## config.mk

```make
export PLATFORM = sky130hd
export DESIGN_NAME = lutc_cluster
export DESIGN_NICKNAME = d
export VERILOG_FILES = /design/src/rtl/lutc_pkg.sv /design/src/rtl/lutc_rst_sync.sv /design/src/rtl/lutc_cfg_chain.sv /design/src/rtl/lutc_lut.sv /design/src/rtl/lutc_route.sv /design/src/rtl/lutc_cluster.sv
export SDC_FILE = /design/constraint.sdc
export NUM_CORES = 1
export LEC_CHECK = 0
export BUFFER_PORTS_ARGS = -buffer_cell sky130_fd_sc_hd__buf_2
export CELL_PAD_IN_SITES_DETAIL_PLACEMENT = 1
export CELL_PAD_IN_SITES_GLOBAL_PLACEMENT = 1
export CORE_MARGIN = 1
export CORE_UTILIZATION = 49
export CTS_CLUSTER_DIAMETER = 40
export CTS_CLUSTER_SIZE = 24
export DETAILED_ROUTE_END_ITERATION = 7
export PLACE_DENSITY = 0.86
export SLEW_MARGIN = 5
export SYNTH_ARGS = -nofsm -noshare
export SYNTH_HDL_FRONTEND = slang
export SYNTH_HIERARCHICAL = 1
export SYNTH_SLANG_ARGS = --single-unit
```

## constraint.sdc

```tcl
create_clock -name clk -period 3.8 [get_ports clk]
set_clock_uncertainty 0.1 [all_clocks]
set_input_delay 0.38 -clock clk [delete_from_list [all_inputs] [get_ports clk]]
set_output_delay 0.38 -clock clk [all_outputs]
set_load 0.02 [all_outputs]
```

## src/rtl/lutc_pkg.sv

```systemverilog
package lutc_pkg;
  localparam int NUM_IN  = 4;
  localparam int SEL_W   = $clog2(NUM_IN);
  localparam int LUT_K   = NUM_IN - 1;
  localparam int TBL_W   = 2 ** LUT_K;
  localparam int CFG_W   = SEL_W + 1 + 3 * TBL_W;

  typedef struct packed {
    logic [SEL_W-1:0] xsel;
    logic             share;
    logic [TBL_W-1:0] res0;
    logic [TBL_W-1:0] res1;
    logic [TBL_W-1:0] outt;
  } cfg_t;
endpackage

```

## src/rtl/lutc_rst_sync.sv

```systemverilog
module lutc_rst_sync #(
  parameter int STAGES = 2
) (
  input  logic clk,
  input  logic arst_n,
  output logic srst_n
);
  logic [STAGES-1:0] sync_q;
  logic [STAGES-1:0] sync_d;

  always_comb sync_d = {sync_q[STAGES-2:0], 1'b1};

  always_ff @(posedge clk or negedge arst_n) begin
    if (!arst_n) sync_q <= '0;
    else         sync_q <= sync_d;
  end

  assign srst_n = sync_q[STAGES-1];
endmodule

```

## src/rtl/lutc_cfg_chain.sv

```systemverilog
module lutc_cfg_chain #(
  parameter int WIDTH = 27
) (
  input  logic             clk,
  input  logic             rst_n,
  input  logic             shift_en,
  input  logic             sdin,
  output logic [WIDTH-1:0] word
);
  logic [WIDTH-1:0] word_q;
  logic [WIDTH-1:0] word_d;

  // next state: shift toward the MSB when enabled, else hold
  always_comb begin
    if (shift_en) word_d = {word_q[WIDTH-2:0], sdin};
    else          word_d = word_q;
  end

  always_ff @(posedge clk or negedge rst_n) begin
    if (!rst_n) word_q <= '0;
    else        word_q <= word_d;
  end

  assign word = word_q;
endmodule

```

## src/rtl/lutc_lut.sv

```systemverilog
module lutc_lut #(
  parameter int K = 3
) (
  input  logic [2**K-1:0] cells,
  input  logic [K-1:0]    addr,
  output logic            dout
);
  localparam int NODES = 2 ** (K + 1) - 1;

  // binary mux tree stored level by level; level l starts at
  // 2**(K+1) - 2**(K+1-l) and holds 2**(K-l) nodes
  logic [NODES-1:0] node;

  assign node[2**K-1:0] = cells;

  for (genvar l = 0; l < K; l++) begin : g_lvl
    localparam int BI = 2 ** (K + 1) - 2 ** (K + 1 - l);
    localparam int BO = 2 ** (K + 1) - 2 ** (K - l);
    for (genvar j = 0; j < 2 ** (K - l - 1); j++) begin : g_mux
      assign node[BO + j] = addr[l] ? node[BI + 2*j + 1] : node[BI + 2*j];
    end
  end

  assign dout = node[NODES-1];
endmodule

```

## src/rtl/lutc_route.sv

```systemverilog
module lutc_route #(
  parameter int NUM_IN = 4,
  parameter int SEL_W  = $clog2(NUM_IN)
) (
  input  logic [NUM_IN-1:0] lin,
  input  logic [SEL_W-1:0]  xsel,
  output logic              xval,
  output logic [NUM_IN-2:0] raddr
);
  assign xval = lin[xsel];

  // residue address bit k skips the expansion input
  for (genvar k = 0; k < NUM_IN - 1; k++) begin : g_pick
    assign raddr[k] = (xsel > SEL_W'(k)) ? lin[k] : lin[k+1];
  end
endmodule

```

## src/rtl/lutc_cluster.sv

```systemverilog
module lutc_cluster
  import lutc_pkg::*;
(
  input  logic              clk,
  input  logic              rst_n,
  input  logic              cfg_en,
  input  logic              cfg_din,
  input  logic [NUM_IN-1:0] lin,
  output logic              f
);
  logic             core_rst_n;
  logic [CFG_W-1:0] cfg_q;
  cfg_t             cfg;
  logic             xval;
  logic [LUT_K-1:0] raddr;
  logic             r0v;
  logic             r1v;
  logic             hi_res;

  lutc_rst_sync #(.STAGES(2)) u_rst (
    .clk    (clk),
    .arst_n (rst_n),
    .srst_n (core_rst_n)
  );

  lutc_cfg_chain #(.WIDTH(CFG_W)) u_chain (
    .clk      (clk),
    .rst_n    (core_rst_n),
    .shift_en (cfg_en),
    .sdin     (cfg_din),
    .word     (cfg_q)
  );

  assign cfg = cfg_t'(cfg_q);

  lutc_route #(.NUM_IN(NUM_IN), .SEL_W(SEL_W)) u_route (
    .lin   (lin),
    .xsel  (cfg.xsel),
    .xval  (xval),
    .raddr (raddr)
  );

  lutc_lut #(.K(LUT_K)) u_res0 (
    .cells (cfg.res0),
    .addr  (raddr),
    .dout  (r0v)
  );

  lutc_lut #(.K(LUT_K)) u_res1 (
    .cells (cfg.res1),
    .addr  (raddr),
    .dout  (r1v)
  );

  assign hi_res = cfg.share ? ~r0v : r1v;

  lutc_lut #(.K(LUT_K)) u_out (
    .cells (cfg.outt),
    .addr  ({xval, hi_res, r0v}),
    .dout  (f)
  );
endmodule

```

# == After elaboration in Yosys (flattened, before gate mapping) ==
# Index checks and enable logic that the tools add are counted.
# totals
register_bits,29
inputBits,8
output_inout_bits,1
wordCells,34
# op_classes
order_cmp,4
mux,27
n_bitwise,1
# ops
cell,n
$mux W1,26
$gt A2 B1 Y1 const B,2
$lt A2 B3 Y1 const B,1
$bmux W1 S2,1
$gt A2 B2 Y1 const B,1
$not A1 Y1,1

# == Depth between registers and ports, before layout ==
# Gate-level depths: netlist of run 1.
# logic_depth
ltp_word,9
depth_mapped,7

# == Hierarchy ==
# Netlist of run 1, hierarchy kept.
# modules_own_cells
mod,instances,cells_each,area_each_um2,seq_area_each_um2
lutc_cfg_chain,1,57,1106.1,675.6
lutc_lut,3,3,63.8,0.0
lutc_route,1,6,63.8,0.0
lutc_rst_sync,1,3,53.8,50.0
lutc_cluster,1,2,13.8,0.0

# == Worst setup path before layout of run 1 ==
# OpenSTA, ideal clock, no wires.
# synth_path
path_kind,reg2out
from,register u_chain.word_q[26] (netlist: u_chain/word[26])
to,output port f
arrival_time_ns,2.386
t_required_ns,3.320
path_slack_ns,0.934
stages_incl_launch_ff,7
n_path_buf,0
cell_sequence,dfrtp_1 > nor2_1 > mux2_2 > mux4_1 > mux2_2 > mux4_1 > mux2_2
# synth_via
elab_chain_len,9
# synth_lines
element,line,text
from (decl),lutc_cfg_chain.sv:10,logic [WIDTH-1:0] word_q;
from (signal assigned),lutc_cfg_chain.sv:21,else word_q <= word_d;
$gt A2 B1 Y1 (*),lutc_route.sv:14,assign raddr[k] = (xsel > SEL_W'(k)) ? lin[k] : lin[k+1];
$mux W1 (*),lutc_route.sv:14,
net raddr[0],lutc_cluster.sv:15,logic [LUT_K-1:0] raddr;
$mux W1 (2 in a row),lutc_lut.sv:20,assign node[BO + j] = addr[l] ? node[BI + 2*j + 1] : node[BI + 2*j];
$mux W1 (*),lutc_lut.sv:20,
net r0v,lutc_cluster.sv:16,logic r0v;
$not A1 Y1,lutc_cluster.sv:55,assign hi_res = cfg.share ? ~r0v : r1v;
$mux W1,lutc_cluster.sv:55,
$mux W1,lutc_lut.sv:20,
$mux W1 (*),lutc_lut.sv:20,
to (decl),lutc_cluster.sv:9,output logic f
# Mark *: on every way through the listed nets, which the timed path passes. The rest lies on a longest branch. The select of a mux whose other input is x is not followed.

# == Worst setup path after layout of run 1 ==
# Same ends and word-level chain as after synthesis.

==> results of run 1 <==
power by group:
group,switching [W],internal (W),leakage [nW],total [W]
Clock,0.000107,0.000107,0.0413,0.000214
Combinational,0.000125,0.000299,0.340,0.000424
Sequential,0.000122,0.000430,0.352,0.000552
layer usage:
| metal | part of all wire | up-vias | GRT usage |
|---|---|---|---|
| li1 | - | 316 | - |
| met1 | 0.47 | 383 | 0.232 |
| met2 | 0.47 | 13 | 0.259 |
| met3 | 0.035 | 5 | 0.0488 |
| met4 | 0.020 | 0 | 0.105 |
| met5 | 0 | - | 0 |
through the flow:
stage | area [µm²] | power, W | setup WS (ns) | hold slack, ns | utilization
final | 1540 | 0.00119 | 0.350 | 0.179 | 0.557
after global routing | 1540 | 0.00125 | 0.242 | 0.172 | 0.557
after CTS | 1540 | 0.00120 | 0.336 | 0.168 | 0.557
after detailed placement | 1460 | 0.000981 | 0.705 | 0.0659 | 0.528
after global placement | 1460 | 0.000954 | 0.764 | 0.0647 | 0.528
after floorplan | 1430 | 0.000881 | 0.934 | -0.0156 | -
area by class of cell:
type | instances | area, µm² | area share
repair buffers | 9 | 50.0 | 0.0326
clock inverters | 1 | 5.00 | 0.00326
clock buffers | 7 | 65.1 | 0.0423
flip-flops and latches | 29 | 726 | 0.472
well taps | 31 | 38.8 | 0.0252
multi-input cells | 44 | 648 | 0.422
inverters | 1 | 3.75 | 0.00244
how the worst max path moves through the flow:
stage | startpoint | endpoint | slack, ns | cells past startpoint
2_1_floorplan | u_chain/word[26] | f | 0.93 | 6
3_3_place_gp | u_chain/word[26] | f | 0.76 | 7
3_5_place_dp | u_chain/word[26] | f | 0.70 | 7
4_1_cts | u_chain/word[26] | f | 0.34 | 7
5_1_grt | u_chain/word[25] | f | 0.24 | 7
6_report | u_chain/word[26] | f | 0.35 | 7
state kept, by name, summed over array words and instances, names as in the netlist:
register,cells
u_chain/word,27
u_rst/sync_q,2
critical path, cell delays in order (launching register included):
cell and delay [ns]:
dfrtp_1 0.43, nor2_1 0.13, mux2_2 0.40, mux4_1 0.49
mux2_2 0.32, mux4_1 0.46, mux2_2 0.27, buf_2 0.16
cells by family (layout without fill, tap and decap cells):
group | after synthesis | in the layout | synth area share
multiplexers | 41 | 41 | 0.446
flip-flops | 29 | 29 | 0.508
buffers and inverters | 4 | 18 | 0.0385
AND/OR/NAND/NOR | 2 | 2 | 0.00525
other | 1 | 1 | 0.00262
cell usage after synthesis:
cell type	count	area (µm²)
mux2_2	13	146
mux4_1	6	158
nor2_1	1	3.75
mux4_2	1	22.5
buf_12	2	40.0
conb_1	1	3.75
nand2_1	1	3.75
mux2_4	20	300
mux2i_1	1	10.0
dfrtp_1	29	726
buf_6	1	11.3
inv_1	1	3.75
timing repair:
action                    in CTS  in global routing
setup buffers                  0                  0
hold endpoints to repair       2                  0
hold buffers                   1                  0
==> summary by stage, run 1 <==
Detailed routing
The number of vias per cell is 5.88. The DRC violation count after routing is 0. The via count is a little over 700. For this block, the routed nets add up to 2.40 mm of wire. Dividing the detail-routed wire length by the instance count gives between 15 and 20 µm. For this run, the detailed router's first-pass iteration total came to 3. The remaining number of nets flagged by the antenna check after routing is 0.

The first-iteration detailed-routing DRC count is 22.

Clock tree
The TritonCTS clock tree is yes. The post-cts repair resize count is 0. No sink is reached through more buffers than the 2 on the longest clock path. The clock reaches the later pin of the worst-skew pair after 0.33 ns. For this design, the sink count on the clock tree is 29. In this run the number of H-tree levels came out at 2. The clock root buffer is clkbuf_4.

Clock-pin slew was measured on the worst setup and hold paths at 0.09 ns. TritonCTS created 5 clock buffers.

Timing
The share of the clock period used by the worst path after layout is 0.908. Timing would allow up to 290 MHz. The worst-case headroom to the max-slew limit is 0.274.

For the pin with the worst max-slew slack, the measured transition is between 1 and 1.5 ns. The number of hold violations in the final report is 0. The minimum clock period after layout is 3.45 ns. Summed over all failing endpoints, the final setup total negative slack is 0 ns. The number of slew-limit violations in the final report is 0.

The final setup violation count is 0. Setup repair after global routing left no endpoint under its margin.

Global routing
The first global-routing pass estimated 3.99 mm of wire. The largest net degree at the start of global routing is 28. In the global route stage, overall resource usage came out at 0.176. The number of antenna violations at the first check in global routing is 0.

The overall overflow remaining after global route is 0. The via count of the first global-routing pass came to 770.

Layout
The number of nets in the layout is 98. The top cell types in the final layout, fill and taps aside, are dfrtp_1, mux2_4, mux2_2. In the final layout, the share of cells above drive strength 1 is 0.549. The most common library cell in the layout ignoring fill and taps is dfrtp_1. The layout has 257 filler cells. The finished layout holds 122 standard cells, fillers aside. The count of antenna diodes in the layout is 0. Compared with the post-synthesis result, the final layout area differs by 7.53%.

Place
The placed wire-length estimate is 1.60 mm. At the end of routability-driven placement, the weighted congestion stood at 0.752. Port buffering added 8 buffers. In this run, placement finished with an instance count of 113.

Run
The number of maximum-capacitance constraint violations is 0.

Yosys
The number of nets in the synthesized netlist is 85. Of the synthesized area, sequential elements account for 0.508. The Yosys step of the flow raised 6 warnings. In this run, synthesis produced a sequential element count of 29. Synthesis produced just under 80 cells. The post-synth design cell area is approximately 0.0014 mm². Each instance of the synthesized netlist takes up on average 18.6 µm². The number of different library cells used by synthesis comes to 12.

Critical path
The critical path required time is ~3.3 ns. The worst reg2reg path endpoint is u_chain/word[21]. The type of destination of the critical path is a primary output. The setup slack of the most critical reg-to-reg path is 2.58 ns.

The sort of element at the start of the critical path is a flip-flop. STA puts the critical path data arrival time at between 2 and 3 ns. The worst register-to-register path begins at u_rst/sync_q[1]. The largest fanout on the critical path is 5. The kind of critical path is reg -> out. Measured in cells, the most critical reg-to-reg path has a length of 0.

Die
9 I/O pins were placed. The initial standard-cell utilization of the core is 0.518. The total core area is 0.00276 mm².

In this run the core area contains 19 standard-cell rows. The die width is roughly 56 µm. The overall die height is 56 µm. The floorplan step defined a die boundary enclosing 0.00314 mm².

Run status
The flow ran to the end, and the final reports show no timing, DRC or antenna violations.

Min path
The worst hold path depth is 2. The worst-case hold path end point is u_chain/word[0]. The startpoint of the most critical hold path is cfg_din.

The worst hold-check path type is in -> reg.

Power
The total power per unit cell area is ~770 mW/mm². IR analysis of the VDD net gives a maximum drop of 0.000505 V. In this run the static leakage power is about 0.73 nW.
(Power assumes the default switching activity.)
==> run 2: changes to the inputs <==
- PLACE_DENSITY: 0.86 -> not set
- PLACE_DENSITY_LB_ADDON: not set -> 0.1
==> run 2 against run 1 <==
Net effect: critical path depth stayed put; combinational power hardly changed; count of clock-buffer cells in the layout stayed put; utilization is 0.54 points higher; final area is 0.98% higher; non-clock buffer count stayed put; setup slack better by 0.0064 ns; critical endpoint unchanged; global-route usage is 1.3 points lower; via count is 4.6% lower; wire length is 12% lower; critical path type unchanged.
==> summary by stage, run 2 (synthesis gave the netlist of run 1 again) <==
Critical path
Data on the critical path is required at its endpoint by 3.32 ns. Of all nets on the critical path, the largest fanout is 5. The kind of critical path is reg -> out. STA classifies the critical path endpoint as a primary output.

The sort of element at the start of the critical path is a flip-flop. The worst register-to-register path has a setup slack of 2.63 ns. The worst register-to-register path begins at u_rst/sync_q[1]. The worst path arrival time is 2.96 ns. The number of cells on the worst reg-to-reg path is 0.

The worst reg2reg path endpoint is u_chain/word[26].

Clock tree
TritonCTS built the clock tree. The post-cts repair resize count is 0. Clock tree synthesis inserted a total of 5 buffers. The worst-case clock buffer depth is 2. The clock root buffer is clkbuf_4. The post-CTS clock slew at the launch and capture registers of the worst setup and hold paths is 0.09 ns. At the later pin of the worst-skew pair, clock insertion delay measures roughly 0.32 ns. The tree built by TritonCTS fans out to 29 sinks.

The deepest level of the CTS H-tree is 2.

Die
The total core area is 0.00276 mm². The overall die height is 56 µm. From left edge to right edge, the die measures 56 µm. The cell row count is 19. Pin placement for this block handled 9 I/O pins. The initial standard-cell utilization of the core is 0.518.

The die covers 0.00314 mm².

Min path
The startpoint of the most critical hold path is cfg_din. The worst hold path was traced through 2 stages. The worst hold path terminates at u_chain/word[0].

The path class of the tightest hold or removal check is in -> reg.

Global routing
The largest net degree at the start of global routing is 28. For this run the aggregate overflow at the end of global routing stands at 0. The number of antenna violations at the first check in global routing is 0.

The total routing usage reported by global routing is 0.163. The via count of the first global-routing pass was 793. The first global-routing pass estimated 3.78 mm of wire.

Place
Routability-driven placement finished with a final weighted congestion of 0.639. The count of buffers inserted at the top-level ports is 8. At the placement stage, the worst setup path has a slack of a little over 0.7 ns. The placed wire-length estimate is 1.47 mm.

Detailed routing
Using the TritonRoute via totals, the vias-per-cell ratio works out to 5.61. The remaining number of nets flagged by the antenna check after routing is 0. The via count is between 600 and 700. The final layout contains routed wiring with a total length of 2.11 mm. After the first detailed-routing iteration, the DRC count stood at 37. The DRC violation count after routing is 0. The average detailed-routed wire length per instance is 17.3 µm. The first detailed-routing pass took 4 iterations.

Timing
The worst path needs roughly 3.4 ns of the cycle, external delays included. The number of slew-limit violations in the final report was 0. Setup repair after global routing left no endpoint under its margin.

The final worst slack is roughly 0.36 ns. The share of the clock period used by the worst path after layout is 0.906. For the pin with the worst max-slew slack, the measured transition is around 1.0 ns. The worst-case headroom to the max-slew limit is 0.308. Setup violations remaining at the end of the flow were counted as 0. After routing, the total negative slack on setup checks comes to 0 ns. The number of hold violations in the final report came to 0. Static timing analysis puts the maximum clock frequency at roughly 290 MHz.

Power
The share of total power dissipated in the clock network is 0.214. Of the total power, the share spent switching nets is 0.276. The part of the total power dissipated in combinational logic is 0.344. The overall power of the completed layout is 0.00122 W. The leakage power summed over all cells is 0.737 nW. Cell internal power was estimated by the tool at 0.000886 W. The analysis attributes to net switching a power of 0.000337 W.

The proportion of power drawn by flip-flops and latches is 0.442. In this run the power density over the cells is 789 mW/mm². IR analysis of the VDD net gives a maximum drop of 0.000485 V.

Layout
0 antenna diodes ended up in the layout. Leaving out fill and tap cells, the most frequent cell in the layout is dfrtp_1. The sequential cell area in the final layout is 726 µm².

The fraction of layout instances using a drive strength above 1 is 0.538. Compared with the post-synthesis result, the final layout area differs by 8.58%. The filler cells instantiated in the layout total 253. The number of nets in the layout is between 90 and 100. The area of the multi-input gates is 648 µm².

The register with the most flip-flops in the layout has 27 of them. In the layout the commonest cells are dfrtp_1, mux2_4, mux2_2.

Run
The number of maximum-capacitance constraint violations is 0.

Run status
The run finished with clean final reports.
==> run 2: cell types whose count changed in the layout (fill, tap and decap cells not counted) <==
cell       previous run  this run
bufinv_16             0         1
clkbuf_1              0         1
clkinv_2              1         0
clkbuf_8              2         1
==> run 2: worst max-delay path by stage <==
stage | from | to | slack (ns) | cells past startpoint
final | u_chain/word[26] | f | 0.36 | 7
after global placement | u_chain/word[26] | f | 0.73 | 7
after CTS | u_chain/word[26] | f | 0.33 | 7
after global routing | u_chain/word[26] | f | 0.23 | 7
after floorplan | u_chain/word[26] | f | 0.93 | 6
after detailed placement | u_chain/word[26] | f | 0.71 | 7
==> run 2: critical path, stage by stage, from the launching register on <==
cell and delay [ns]:
dfrtp_1 0.44, nor2_1 0.14, mux2_2 0.40, mux4_1 0.48, mux2_2 0.32, mux4_1 0.45, mux2_2 0.27, buf_2 0.16
==> run 2: power groups by stage <==
stage	clock network [W]	registers [W]	logic (W)
floorplan	0	0.000506	0.000375
global placement	0	0.000548	0.000409
detailed placement	0	0.000550	0.000421
CTS	0.000271	0.000545	0.000425
global route	0.000282	0.000561	0.000453
finish	0.000262	0.000541	0.000421
==> run 2: timing repair <==
action                    in CTS  in global routing
hold buffers                   1                  0
hold endpoints to repair       2                  0
buffers inserted               0                  0
==> run 2: cell type report <==
cell class	instances	area share
clock inverters	1	0.0194
flip-flops and latches	29	0.468
inverters	1	0.00242
repair buffers	9	0.0323
well taps	31	0.0250
multi-input cells	44	0.418
clock buffers	7	0.0355
==> run 2: per-stage QoR <==
| step | std cells | utilization | hold slack (ns) | cell area (µm²) |
|---|---|---|---|---|
| final | 122 | 0.563 | 0.183 | 1550 |
| after global routing | 122 | 0.563 | 0.185 | 1550 |
| after CTS | 122 | 0.563 | 0.168 | 1550 |
| after detailed placement | 113 | 0.528 | 0.0667 | 1460 |
| after global placement | 113 | 0.528 | 0.0650 | 1460 |
| after floorplan | 77 | - | -0.0156 | 1430 |
==> run 2: layer usage <==
metal,GRT usage,vias to the layer above,wire (µm)
met1,0.227,354,1040
li1,-,314,-
met4,0.0732,0,39
met5,0,-,0
met2,0.235,11,954
met3,0.0512,5,80
==> run 3: changes to the inputs <==
- CORE_UTILIZATION: 49 -> 30
- CTS_CLUSTER_DIAMETER: 40 -> not set
==> run 3 against run 2 <==
Net effect: non-clock buffer count unchanged; cell count increased by 17%; clock power is 7.6% lower; utilization is 21 points lower; global-route usage fell by 5.2 points; critical path type unchanged; critical endpoint unchanged; largest cell class unchanged; largest power group unchanged.
==> summary by stage, run 3 (synthesis gave the netlist of run 1 again) <==
Clock tree
The clock insertion delay at the later pin of the skew report is 0.27 ns. The number of buffers created by CTS is 5. The post-CTS clock slew at the launch and capture registers of the worst setup and hold paths is ~0.070 ns. The count of hold buffers inserted by post-cts repair is 1. TritonCTS built the clock tree. The total number of clock tree sinks is 29. The H-tree was split into 2 levels. After clock tree synthesis, the setup repair step added 0 buffers. The worst-case clock buffer depth is 2. In this run the clock root is driven by a clkbuf_8. The post-cts repair resize count is 0.

Die
The initial standard-cell utilization of the core is 0.319. The die width is 71.0 µm. From bottom edge to top edge, the die measures around 71 µm. The area of the die is 0.00504 mm². The cell row count is 24.

The core region is 0.00447 mm². 9 I/O pins were placed.

Global routing
The global-route wire length before repair is 4.15 mm. The via count of the first global-routing pass is 743. In the global route stage, met1 resource usage came out at 0.159. For met3 alone, demand over resource in global routing was 0.0442. The met2 global-route usage is 0.149. The total routing usage reported by global routing is 0.111. The overall overflow remaining after global route is 0. The largest net degree at the start of global routing is 28. In this run the most used layer during global routing was met1. The number of antenna violations at the first check in global routing is 0.

Layout
The area added between synthesis and finish is 10.5%. The number of fill cells is around 460. In the layout the commonest cells are dfrtp_1, mux2_4, mux2_2. The final core utilization is 0.353. The count of antenna diodes in the layout is 0. The final layout contains 98 nets. The number of flip-flops under the largest register name is 27.

The library cell used most frequently in the layout, excluding fill and tap cells, is dfrtp_1. The fraction of layout instances using a drive strength above 1 is 0.549.

Timing
The minimum clock period after layout is ~3.4 ns. Of the available clock period, the critical path in the final layout requires 0.894. For the pin with the worst max-slew slack, the measured transition is roughly 1.1 ns. The worst-case headroom to the max-slew limit is 0.258. The final setup violation count is 0. The final total negative setup slack is 0 ns. Setup repair after global routing left no endpoint under its margin.

The number of hold violations in the final report is 0. The maximum operating frequency is between 200 and 300 MHz. The number of slew-limit violations in the final report came to 0.

Min path
The startpoint of the most critical hold path is cfg_din. The path class of the tightest hold or removal check is in -> reg.

Detailed routing
Dividing the detail-routed wire length by the instance count gives 16.7 µm. The number of iterations in the first detailed-routing pass is 5. The first-iteration detailed-routing DRC count is 12. Detailed routing inserted a total of 700 vias. The number of vias per cell is 4.90. After detailed routing, the number of remaining DRC violations is 0.

The final layout contains routed wiring with a total length of about 2.4 mm. The count of nets left with antenna violations once routing finished came out at 0.

Critical path
For the worst setup path, the data arrival time is between 2 and 3 ns. The startpoint of the worst-slack reg-to-reg timing path is u_rst/sync_q[1]. The worst setup path startpoint is u_chain/word[26]. The setup path with the least slack is of type reg -> out. The critical path required time is 3.32 ns. In this run the worst path has a maximum fanout of 5.

The worst setup path is launched from a flip-flop. The type of destination of the critical path is a primary output.

Place
In this run the tool buffered the top-level ports with 8 buffer cells. The final weighted congestion in routability-driven placement is approximately 0.69. The placed wire-length estimate is 1.63 mm.

Power
The total power per unit cell area is 763 mW/mm². The maximum vdd ir drop is 0.000218 V. The leakage power summed over all cells is 0.736 nW.

Run
The number of maximum-capacitance constraint violations is 0.

Run status
The run finished with clean final reports.
[run 3: cell types whose count changed in the layout (fill, tap and decap cells not counted)]
cell / change
bufinv_16: -1
clkinvlp_4: +1
clkbuf_8: +4
clkbuf_1: -1
clkinv_2: +2
clkbuf_4: -5
[run 3: power by group]
group	switching (W)	internal, W	total (W)
Sequential	0.000113	0.000431	0.000544
Combinational	0.000120	0.000299	0.000419
Clock	0.000116	0.000126	0.000242
[run 3: area by class of cell]
cell class	instances	area, µm²	area share
Clock buffer	5	68.8	0.0436
Clock inverter	3	17.5	0.0111
Inverter	1	3.75	0.00238
Multi-Input combinational cell	44	648	0.410
Sequential cell	29	726	0.460
Tap cell	52	65.1	0.0412
Timing Repair Buffer	9	50.0	0.0317
[run 3: per-stage QoR]
step	power [W]	setup slack (ns)	cells	cell area, µm²	hold WS (ns)
6_report	0.00121	0.403	143	1580	0.235
5_1_grt	0.00129	0.274	143	1580	0.231
4_1_cts	0.00123	0.371	143	1580	0.227
3_5_place_dp	0.000975	0.687	134	1480	0.0663
3_3_place_gp	0.000967	0.736	134	1480	0.0660
2_1_floorplan	0.000881	0.934	77	1430	-0.0156
[run 3: final timing paths]
| path | endpoint | slack, ns | cells after the start |
|---|---|---|---|
| max in group asynchronous | u_chain/word[16] | 2.56 | 0 |
| hold / removal | u_chain/word[0] | 0.23 | 2 |
| setup reg to reg | u_chain/word[16] | 2.56 | 0 |
| min in group asynchronous | u_rst/sync_q[0] | 0.32 | 2 |
| hold reg to reg | u_rst/sync_q[1] | 0.26 | 0 |
| setup / recovery | f | 0.40 | 7 |
[run 3: layer usage]
metal / vias to the layer above / wire length (µm)
met5: - / 0
li1: 319 / -
met2: 10 / 1080
met1: 367 / 1200
met3: 4 / 86
met4: 0 / 25
[run 3: worst max-delay path, cell delays in order (launching register included)]
cell and delay [ns]:
dfrtp_1 0.43, nor2_1 0.13, mux2_2 0.40, mux4_1 0.47, mux2_2 0.32, mux4_1 0.46, mux2_2 0.27, buf_2 0.16
